==> src/rtl/dafu_pkg.sv <==
package dafu_pkg;

    typedef enum logic [2:0] {
        ST_IDLE,
        ST_IND_REQ,
        ST_IND_WAIT,
        ST_IDX_REQ,
        ST_IDX_WAIT,
        ST_SUM
    } dafu_st_e;

    localparam int DIGIT_W   = 4;
    localparam int DEC_LIMIT = 9;

endpackage

==> src/rtl/dafu_digit_add.sv <==
module dafu_digit_add
    import dafu_pkg::*;
(
    input  logic [DIGIT_W-1:0] a,
    input  logic [DIGIT_W-1:0] b,
    input  logic               cin,
    output logic [DIGIT_W-1:0] s,
    output logic               cout
);
    logic [DIGIT_W:0] raw;

    always_comb begin
        raw = {1'b0, a} + {1'b0, b} + {{DIGIT_W{1'b0}}, cin};
        if (raw > (DIGIT_W+1)'(DEC_LIMIT)) begin
            s    = DIGIT_W'(raw - (DIGIT_W+1)'(DEC_LIMIT + 1));
            cout = 1'b1;
        end else begin
            s    = raw[DIGIT_W-1:0];
            cout = 1'b0;
        end
    end
endmodule

==> src/rtl/dafu_bcd_add.sv <==
module dafu_bcd_add
    import dafu_pkg::*;
#(
    parameter int DIGITS = 4
) (
    input  logic [DIGITS*DIGIT_W-1:0] a,
    input  logic [DIGITS*DIGIT_W-1:0] b,
    output logic [DIGITS*DIGIT_W-1:0] sum,
    output logic                      cout
);
    logic [DIGITS:0] carry;

    assign carry[0] = 1'b0;
    assign cout     = carry[DIGITS];

    for (genvar g = 0; g < DIGITS; g++) begin : g_digit
        dafu_digit_add u_dig (
            .a    (a[g*DIGIT_W +: DIGIT_W]),
            .b    (b[g*DIGIT_W +: DIGIT_W]),
            .cin  (carry[g]),
            .s    (sum[g*DIGIT_W +: DIGIT_W]),
            .cout (carry[g+1])
        );
    end
endmodule

==> src/rtl/dafu_top.sv <==
module dafu_top
    import dafu_pkg::*;
#(
    parameter int DIGITS = 4,
    parameter int CHAR_W = 6,
    parameter int TT_W   = 3,
    parameter int SEL_W  = 2
) (
    input  logic                           clk,
    input  logic                           rst_n,
    input  logic                           start,
    input  logic [DIGITS*CHAR_W-1:0]       addr_chars,
    input  logic [TT_W-1:0]                tt_inv,
    input  logic                           common,
    input  logic                           ind_n,
    input  logic [SEL_W-1:0]               idx_sel,
    output logic                           mem_rd,
    output logic [(DIGITS+1)*DIGIT_W-1:0]  mem_addr,
    output logic                           mem_common,
    input  logic                           mem_rvalid,
    input  logic [CHAR_W-1:0]              mem_rdata,
    output logic                           done,
    output logic [(DIGITS+1)*DIGIT_W-1:0]  eff_addr,
    output logic                           eff_common,
    output logic                           eff_err
);
    localparam int DW       = DIGITS * DIGIT_W;
    localparam int AW       = DW + DIGIT_W;
    localparam int CW_BITS  = DIGITS * CHAR_W;
    localparam int CNT_W    = (DIGITS > 1) ? $clog2(DIGITS) : 1;
    localparam int ZONE_BIT = 4;
    localparam int COM_BIT  = CHAR_W - 1;
    localparam int TT_PAD   = DIGIT_W - TT_W;

    typedef struct packed {
        dafu_st_e           st;
        logic [DW-1:0]      dig;
        logic [TT_W-1:0]    tt;
        logic               com;
        logic [SEL_W-1:0]   sel;
        logic [CNT_W-1:0]   cnt;
        logic [CW_BITS-1:0] chars;
        logic [DW-1:0]      idx;
        logic [AW-1:0]      eff;
        logic               eff_com;
        logic               err;
        logic               done;
    } dafu_reg_t;

    dafu_reg_t r_q, r_d;

    // Read pointer: base digits plus character counter
    logic          idx_phase;
    logic [DW-1:0] idx_base;
    logic [DW-1:0] ptr_a;
    logic [DW-1:0] ptr_b;
    logic [DW-1:0] ptr;
    logic          ptr_cout;
    logic [DW-1:0] sum;
    logic          sum_cout;

    assign idx_phase = (r_q.st == ST_IDX_REQ) || (r_q.st == ST_IDX_WAIT);

    always_comb begin
        idx_base          = '0;
        idx_base[3:0]     = 4'd1;
        idx_base[7:4]     = DIGIT_W'(r_q.sel);
    end

    assign ptr_a = idx_phase ? idx_base : r_q.dig;
    assign ptr_b = DW'(r_q.cnt);

    dafu_bcd_add #(.DIGITS(DIGITS)) u_ptr (
        .a    (ptr_a),
        .b    (ptr_b),
        .sum  (ptr),
        .cout (ptr_cout)
    );

    dafu_bcd_add #(.DIGITS(DIGITS)) u_sum (
        .a    (r_q.dig),
        .b    (r_q.idx),
        .sum  (sum),
        .cout (sum_cout)
    );

    // Field extraction from request and from fetched characters
    logic [DW-1:0]      in_dig;
    logic [CW_BITS-1:0] chars_new;
    logic [DW-1:0]      fet_dig;
    logic [TT_W-1:0]    fet_tt;
    logic               fet_com;
    logic               bad_dig;
    logic               bad_idx;

    assign chars_new = {r_q.chars[CW_BITS-CHAR_W-1:0], mem_rdata};

    always_comb begin
        for (int k = 0; k < DIGITS; k++) begin
            in_dig[k*DIGIT_W +: DIGIT_W]  = addr_chars[k*CHAR_W +: DIGIT_W];
            fet_dig[k*DIGIT_W +: DIGIT_W] = chars_new[k*CHAR_W +: DIGIT_W];
        end
        for (int k = 0; k < TT_W; k++) begin
            fet_tt[TT_W-1-k] = ~chars_new[(DIGITS-1-k)*CHAR_W + ZONE_BIT];
        end
        fet_com = chars_new[COM_BIT];
    end

    always_comb begin
        bad_dig = 1'b0;
        bad_idx = 1'b0;
        for (int k = 0; k < DIGITS; k++) begin
            if (r_q.dig[k*DIGIT_W +: DIGIT_W] > DIGIT_W'(DEC_LIMIT)) bad_dig = 1'b1;
            if (r_q.idx[k*DIGIT_W +: DIGIT_W] > DIGIT_W'(DEC_LIMIT)) bad_idx = 1'b1;
        end
    end

    // Next-state logic
    always_comb begin
        r_d      = r_q;
        r_d.done = 1'b0;
        unique case (r_q.st)
            ST_IDLE: begin
                if (start) begin
                    r_d.dig = in_dig;
                    r_d.tt  = ~tt_inv;
                    r_d.com = common;
                    r_d.sel = idx_sel;
                    r_d.cnt = '0;
                    if (!ind_n)
                        r_d.st = ST_IND_REQ;
                    else if (idx_sel != '0)
                        r_d.st = ST_IDX_REQ;
                    else
                        r_d.st = ST_SUM;
                end
            end
            ST_IND_REQ: r_d.st = ST_IND_WAIT;
            ST_IND_WAIT: begin
                if (mem_rvalid) begin
                    r_d.chars = chars_new;
                    if (r_q.cnt == CNT_W'(DIGITS - 1)) begin
                        r_d.cnt = '0;
                        r_d.dig = fet_dig;
                        r_d.tt  = fet_tt;
                        r_d.com = fet_com;
                        r_d.st  = (r_q.sel != '0) ? ST_IDX_REQ : ST_SUM;
                    end else begin
                        r_d.cnt = r_q.cnt + 1'b1;
                        r_d.st  = ST_IND_REQ;
                    end
                end
            end
            ST_IDX_REQ: r_d.st = ST_IDX_WAIT;
            ST_IDX_WAIT: begin
                if (mem_rvalid) begin
                    r_d.idx = {r_q.idx[DW-DIGIT_W-1:0], mem_rdata[DIGIT_W-1:0]};
                    if (r_q.cnt == CNT_W'(DIGITS - 1)) begin
                        r_d.cnt = '0;
                        r_d.st  = ST_SUM;
                    end else begin
                        r_d.cnt = r_q.cnt + 1'b1;
                        r_d.st  = ST_IDX_REQ;
                    end
                end
            end
            ST_SUM: begin
                r_d.eff     = {{TT_PAD{1'b0}}, r_q.tt, (r_q.sel != '0) ? sum : r_q.dig};
                r_d.eff_com = r_q.com;
                r_d.err     = bad_dig | ((r_q.sel != '0) & bad_idx);
                r_d.done    = 1'b1;
                r_d.st      = ST_IDLE;
            end
            default: r_d.st = ST_IDLE;
        endcase
    end

    always_ff @(posedge clk or negedge rst_n) begin
        if (!rst_n) begin
            r_q    <= '0;
            r_q.st <= ST_IDLE;
        end else begin
            r_q <= r_d;
        end
    end

    assign mem_rd     = (r_q.st == ST_IND_REQ) || (r_q.st == ST_IDX_REQ);
    assign mem_addr   = idx_phase ? {{DIGIT_W{1'b0}}, ptr}
                                  : {{TT_PAD{1'b0}}, r_q.tt, ptr};
    assign mem_common = idx_phase ? 1'b0 : r_q.com;
    assign done       = r_q.done;
    assign eff_addr   = r_q.eff;
    assign eff_common = r_q.eff_com;
    assign eff_err    = r_q.err;

endmodule

==> config.mk <==
export PLATFORM = sky130hd
export DESIGN_NAME = dafu_top
export DESIGN_NICKNAME = d
export VERILOG_FILES = /design/src/rtl/dafu_pkg.sv /design/src/rtl/dafu_digit_add.sv /design/src/rtl/dafu_bcd_add.sv /design/src/rtl/dafu_top.sv
export SDC_FILE = /design/constraint.sdc
export NUM_CORES = 1
export LEC_CHECK = 0
export ABC_CLOCK_PERIOD_IN_PS = 14380
export BUFFER_PORTS_ARGS = -buffer_cell sky130_fd_sc_hd__buf_2
export CAP_MARGIN = 20
export CORE_ASPECT_RATIO = 0.8
export CORE_MARGIN = 2
export CORE_UTILIZATION = 45
export DETAILED_ROUTE_END_ITERATION = 12
export HOLD_SLACK_MARGIN = 0.1
export PLACE_DENSITY = 0.74
export SYNTH_ARGS = -nofsm -noshare
export SYNTH_HDL_FRONTEND = slang
export SYNTH_SLANG_ARGS = --single-unit
export TNS_END_PERCENT = 100
==> constraint.sdc <==
create_clock -name clk -period 14.38 [get_ports clk]
set_input_delay 0.719 -clock clk [delete_from_list [all_inputs] [get_ports clk]]
set_output_delay 0.719 -clock clk [all_outputs]
set_load 0.02 [all_outputs]
After elaboration in Yosys (flattened, before gate mapping)
Index checks and enable logic that the tools add are counted.
{"block": "word_totals", "reg_bits": 89, "latchBits": 0, "mem_bits_rw": 0, "rom_bits": 0, "in_bits": 41, "out_inout_bits": 45, "word_cells": 119, "mem_count": 0}
{"block": "classes", "addsub": 20, "multipliers": 0, "n_div": 0, "magnitude_cmp": 16, "n_eq_ne": 10, "shift": 0, "mux": 42, "bitwise": 6, "reduce_logical": 13}
{"operator": "$gt A5 B4 Y1 const B", "n": 8}
{"operator": "$pmux W20 S2", "n": 1}
{"operator": "$gt A4 B4 Y1 const B", "n": 8}
{"operator": "$mux W16", "n": 2}
{"operator": "$mux W4", "n": 8}
{"operator": "$sub A4 B4 Y4 const B", "n": 8}
{"operator": "$mux W27", "n": 1}
{"operator": "$mux W26", "n": 1}
{"operator": "$mux W23", "n": 1}
{"operator": "$add A4 B4 Y5", "n": 4}
{"operator": "$mux W20", "n": 1}
{"operator": "$mux W19", "n": 1}
{"operator": "$mux W3", "n": 6}
{"operator": "$mux W1", "n": 16}
{"operator": "$add A4 B1 Y5", "n": 3}
{"operator": "$add A5 B1 Y5", "n": 3}
{"operator": "$pmux W3 S5", "n": 1}
{"operator": "$ne A2 B2 Y1 const B", "n": 4}
{"operator": "$reduce_and A4 Y1", "n": 2}
{"operator": "$eq A3 B2 Y1 const B", "n": 2}
{"operator": "$eq A3 B3 Y1 const B", "n": 2}
{"operator": "$pmux W2 S3", "n": 1}
{"operator": "$reduce_and A2 Y1", "n": 3}
{"operator": "$reduce_bool A2 Y1", "n": 3}
{"operator": "13 further kinds", "n": 17}

Logic depth before layout (Yosys ltp)
{"block": "depth", "ltp_word": 16, "depth_mapped": 36}

Hierarchy
A second synthesis with hierarchy kept.
{"block": "unflattened", "cells_unflattened": 571, "area_unflattened_um2": 5667.9}
{"module": "dafu_top", "n_inst": 1, "cells_each": 393, "area_each_um2": 3968.8, "seq_area_each_um2": 2001.9}
{"module": "dafu_digit_add", "n_inst": 8, "cells_each": 22, "area_each_um2": 211.5, "seq_area_each_um2": 0.0}
{"module": "dafu_bcd_add", "n_inst": 2, "cells_each": 1, "area_each_um2": 3.8, "seq_area_each_um2": 0.0}

Least setup slack after synthesis
OpenSTA, ideal clock, no wires.
{"block": "synth_path", "kind": "register to output", "start": "register r_q[88] (netlist bit)", "end": "output port mem_addr[13]", "arrival_time_ps": 7673, "required_time_ps": 13661, "setup_slack_ps": 5988, "stages_incl_launch_ff": 37, "n_path_buf": 2, "cell_sequence": "dfrtp_1 or3b_1 buf_6 nand2_4 buf_4 nor2_1 fa_1 xnor2_1 ha_1 nand2_1 a221oi_2 a41oi_1 a31o_1 inv_1 ha_1 ha_1 xor2_1 ha_1 inv_1 o21ai_0 o21ai_0 ha_1 ha_1 xor2_1 ha_1 a21boi_0 a211oi_1 o21ai_0 inv_1 ha_1 ha_1 xor2_1 ha_1 nand2_1 a211oi_1 a21boi_0 a2bb2oi_1"}
{"block": "synth_via", "elab_chain_cells": 16, "elab_cells_between_ends": 18, "classes_between": "add/sub (5); order compare (4); eq/ne (2); mux (6); reduce/logical (1)"}
{"item": "from (decl)", "line_no": "dafu_top.sv:50", "rtl": "dafu_reg_t r_q, r_d;"}
{"item": "from (signal assigned)", "line_no": "dafu_top.sv:183", "rtl": "r_q <= r_d;"}
{"item": "$eq A3 B2 Y1 or $eq A3 B3 Y1 (tied branches)", "line_no": "dafu_top.sv:62", "rtl": "assign idx_phase = (r_q.st == ST_IDX_REQ) || (r_q.st == ST_IDX_WAIT);"}
{"item": "$logic_or A1 B1 Y1 (*)", "line_no": "dafu_top.sv:62"}
{"item": "$mux W16 (*)", "line_no": "dafu_top.sv:70", "rtl": "assign ptr_a = idx_phase ? idx_base : r_q.dig;"}
{"item": "$add A4 B2 Y5", "line_no": "dafu_digit_add.sv:13", "rtl": "raw = {1'b0, a} + {1'b0, b} + {{DIGIT_W{1'b0}}, cin};"}
{"item": "$gt A5 B4 Y1", "line_no": "dafu_digit_add.sv:14", "rtl": "if (raw > (DIGIT_W+1)'(DEC_LIMIT)) begin"}
{"item": "$mux W1", "line_no": "dafu_digit_add.sv:14"}
{"item": "$add A4 B1 Y5", "line_no": "dafu_digit_add.sv:13"}
{"item": "$gt A5 B4 Y1", "line_no": "dafu_digit_add.sv:14"}
{"item": "$mux W1", "line_no": "dafu_digit_add.sv:14"}
{"item": "$add A4 B1 Y5", "line_no": "dafu_digit_add.sv:13"}
{"item": "$gt A5 B4 Y1", "line_no": "dafu_digit_add.sv:14"}
{"item": "$mux W1", "line_no": "dafu_digit_add.sv:14"}
{"item": "$add A4 B1 Y5 (*)", "line_no": "dafu_digit_add.sv:13"}
{"item": "$sub A4 B4 Y4 or $gt A5 B4 Y1 (tied branches)", "line_no": "dafu_digit_add.sv:15, dafu_digit_add.sv:14"}
{"item": "$mux W4 (*)", "line_no": "dafu_digit_add.sv:14"}
{"item": "$mux W19 (*)", "line_no": "dafu_top.sv:188", "rtl": "assign mem_addr = idx_phase ? {{DIGIT_W{1'b0}}, ptr}"}
{"item": "to (decl)", "line_no": "dafu_top.sv:18", "rtl": "output logic [(DIGITS+1)*DIGIT_W-1:0] mem_addr,"}
Mark *: on every way between the ends. The rest lies on a longest branch, timed or not.

Worst setup path in the final report
Same ends and word-level chain as after synthesis.

==> impl_metrics.json <==
{
  "cp.required_ps": 13660,
  "cp.arrival_ps": 9340,
  "port_buffers": 75,
  "std_cell_rows": 36,
  "ctsResizeCount": 0,
  "setup_tns_ps": 0,
  "clockRootBuffer": "clkbuf_16",
  "cts_setup_buffers": 0,
  "min_path_type": "input port to asynchronous set/reset pin",
  "finalHoldViolations": 0,
  "htreeDepth": 3,
  "final_layout_size_suffix_gt1_frac": 0.218,
  "cp_max_fo": 17,
  "cts_buffers": 9,
  "synth_cells": 594,
  "area_delta_synth_final_pct": 12.4,
  "rsz0062_at_grt": "false",
  "period_share": 0.699,
  "first_pass_iters": 5,
  "fin_skew_ps": 8.41,
  "n_fill_cell": 1071,
  "cts_tree": "done",
  "async_reset_ff_frac": 1.00,
  "grt_max_degree": 62,
  "critPathMaxStageDelay_ps": 610,
  "insertion_delay_ps": 340,
  "crit_type": "register to primary output",
  "place.gp.congestion": 0.898,
  "period_needed_ps": 10060,
  "synth-edff-count": 0,
  "syn-cell-area_um2": 5490,
  "drt-initial-drc-count": 395,
  "startpoint_type": "register",
  "design.die.area_um2": 13100,
  "first_global_vias": 4354,
  "drt-total-wl_um": 13000,
  "reg2reg_depth": 34,
  "die-width_um": 127,
  "antenna_found_initial": 0,
  "cts_sinks": 80,
  "maxCapViolCount": 0,
  "clk_pin_slew_ps": 60,
  "crit_top_cell": "ha_1",
  "start_util": 0.457,
  "synth.distinct_cells": 64,
  "stdcell_area_um2": 6170,
  "fp.coreArea_um2": 12000,
  "ys_warn_count": 0,
  "clock_path_buffers": 2,
  "synth-main-ff-cell": "dfrtp_1",
  "route.detailed.drc": 0,
  "diodes": 0,
  "synth-seq-area-share": 0.365,
  "grt_pass1_wl_um": 21500,
  "worst_slew_pin_slew_ps": 782,
  "avgViaCountPerCell": 5.73,
  "relSlewSlack": 0.479,
  "wire_per_inst_um": 16.4,
  "syn_area_per_cell_um2": 9.24,
  "dp_hpwl_um": 9840,
  "vias": 4553,
  "fin_nets": 723,
  "ctsHoldBuffers": 0,
  "end_kind": "primary output",
  "placed_area_um2": 5800,
  "grtUsageTotal": 0.206,
  "setup_viol": 0,
  "crit_slowest_cell": "or3b_1",
  "die_h_um": 103,
  "top_level_ports": 86,
  "slew_viol_final": 0,
  "ant_nets": 0,
  "fmax_mhz": 99.4,
  "overflow": 0,
  "yosys_register_bits": 80,
  "status": "completed"
}
==> area by class of cell <==
type	instances	area, um^2	share of cell area
Timing Repair Buffer	79	428	0.0693
Inverter	32	120	0.0195
Clock buffer	11	243	0.0393
Clock inverter	5	104	0.0168
Multi-Input combinational cell	436	3090	0.500
Tap cell	152	190	0.0308
Sequential cell	80	2000	0.324
==> through the flow <==
stage               setup slack (ps)  hold slack (ps)  std cells   util
floorplan                       5990              423        595      -
finish                          4320              250        795  0.513
global placement                5130              457        778  0.482
global route                    3630              265        795  0.513
CTS                             4300              247        794  0.511
detailed placement              4690              467        778  0.482
==> metal layers <==
metal	GRT usage	part of all wire
met2	0.314	0.43
met3	0.0566	0.065
met4	0.0507	0.012
met1	0.295	0.49
met5	0	0
==> placed cells by master, fill, tap and decap left out, types with 3 or more instances in the layout <==
cell	instances
o31a_1	3
mux2i_1	5
nand2_1	62
a221o_1	4
and2_1	3
buf_2	74
buf_4	4
a21o_1	5
and3_1	29
a31oi_1	7
a211oi_1	8
o22ai_1	6
a31o_2	3
ha_1	36
clkbuf_16	9
o21ai_1	3
xnor2_1	10
nand4_1	5
and3b_1	4
nor2_1	34
a22o_1	3
nand3_1	5
a21boi_0	5
bufinv_16	3
dfrtp_1	80
fa_1	8
a21oi_1	47
inv_1	31
nor2b_1	6
o31ai_1	4
mux2_2	30
o21ai_0	47
xor2_1	8
nand3b_1	5
nand2b_1	6
==> critical path: cells and delay by family, from the launching register on <==
| family | cells | cell delay [ps] |
|---|---|---|
| and+or+nand+nor | 5 | 1080 |
| AOI/OAI and AO/OA | 11 | 2950 |
| xor gates and xnor gates | 4 | 1320 |
| buffers and inverters | 4 | 410 |
| DFF | 1 | 580 |
| adders and majority gates | 11 | 2650 |
==> synthesized netlist by cell type (6+ instances only) <==
library cell  instances  area share
a211oi_1              8       0.011
a21oi_1              47       0.043
a31oi_1               7      0.0080
and3_1               29       0.033
buf_4                23       0.031
clkbuf_1             18       0.012
dfrtp_1              80        0.36
fa_1                  8       0.029
ha_1                 36       0.082
inv_1                31       0.021
mux2_2               30       0.062
nand2_1              62       0.042
nand2b_1              6      0.0068
nor2_1               34       0.023
nor2b_1               6      0.0068
o21ai_0              47       0.043
o22ai_1               6      0.0068
xnor2_1              10       0.016
xor2_1                8       0.013
==> registers in the layout, summed over array words and instances (netlist names) <==
register,flops
chars_new,15
ptr_b,2
eff_addr,19
idx_base,2
eff_err,1
r_q,39
done,1
eff_common,1
==> cells by family after synthesis <==
logic type	count (synthesis)	share of synthesized area
DFF	80	0.365
muxes	35	0.0706
AOI/OAI and AO/OA	161	0.184
adders and majority gates	44	0.111
buffers and inverters	79	0.0738
xor gates and xnor gates	18	0.0287
other	1	0.000683
and+or+nand+nor	176	0.166
==> worst paths after layout <==
kind	start	end	slack, ps
max	r_q[88]$_DFFE_PN0P_	mem_addr[13]	4320
min	rst_n	eff_addr[1]$_DFFE_PN0P_	250
max reg2reg	r_q[71]$_DFFE_PN0P_	eff_addr[14]$_DFFE_PN0P_	6150
min reg2reg	eff_addr[8]$_DFFE_PN0P_	eff_addr[8]$_DFFE_PN0P_	470
max in group asynchronous	rst_n	eff_addr[18]$_DFFE_PN0P_	13090
min in group clk	eff_addr[8]$_DFFE_PN0P_	eff_addr[8]$_DFFE_PN0P_	470
Power is left out: the tool's default activity adds up to more than one toggle a clock period on the data nets, which glitch-free logic cannot reach.
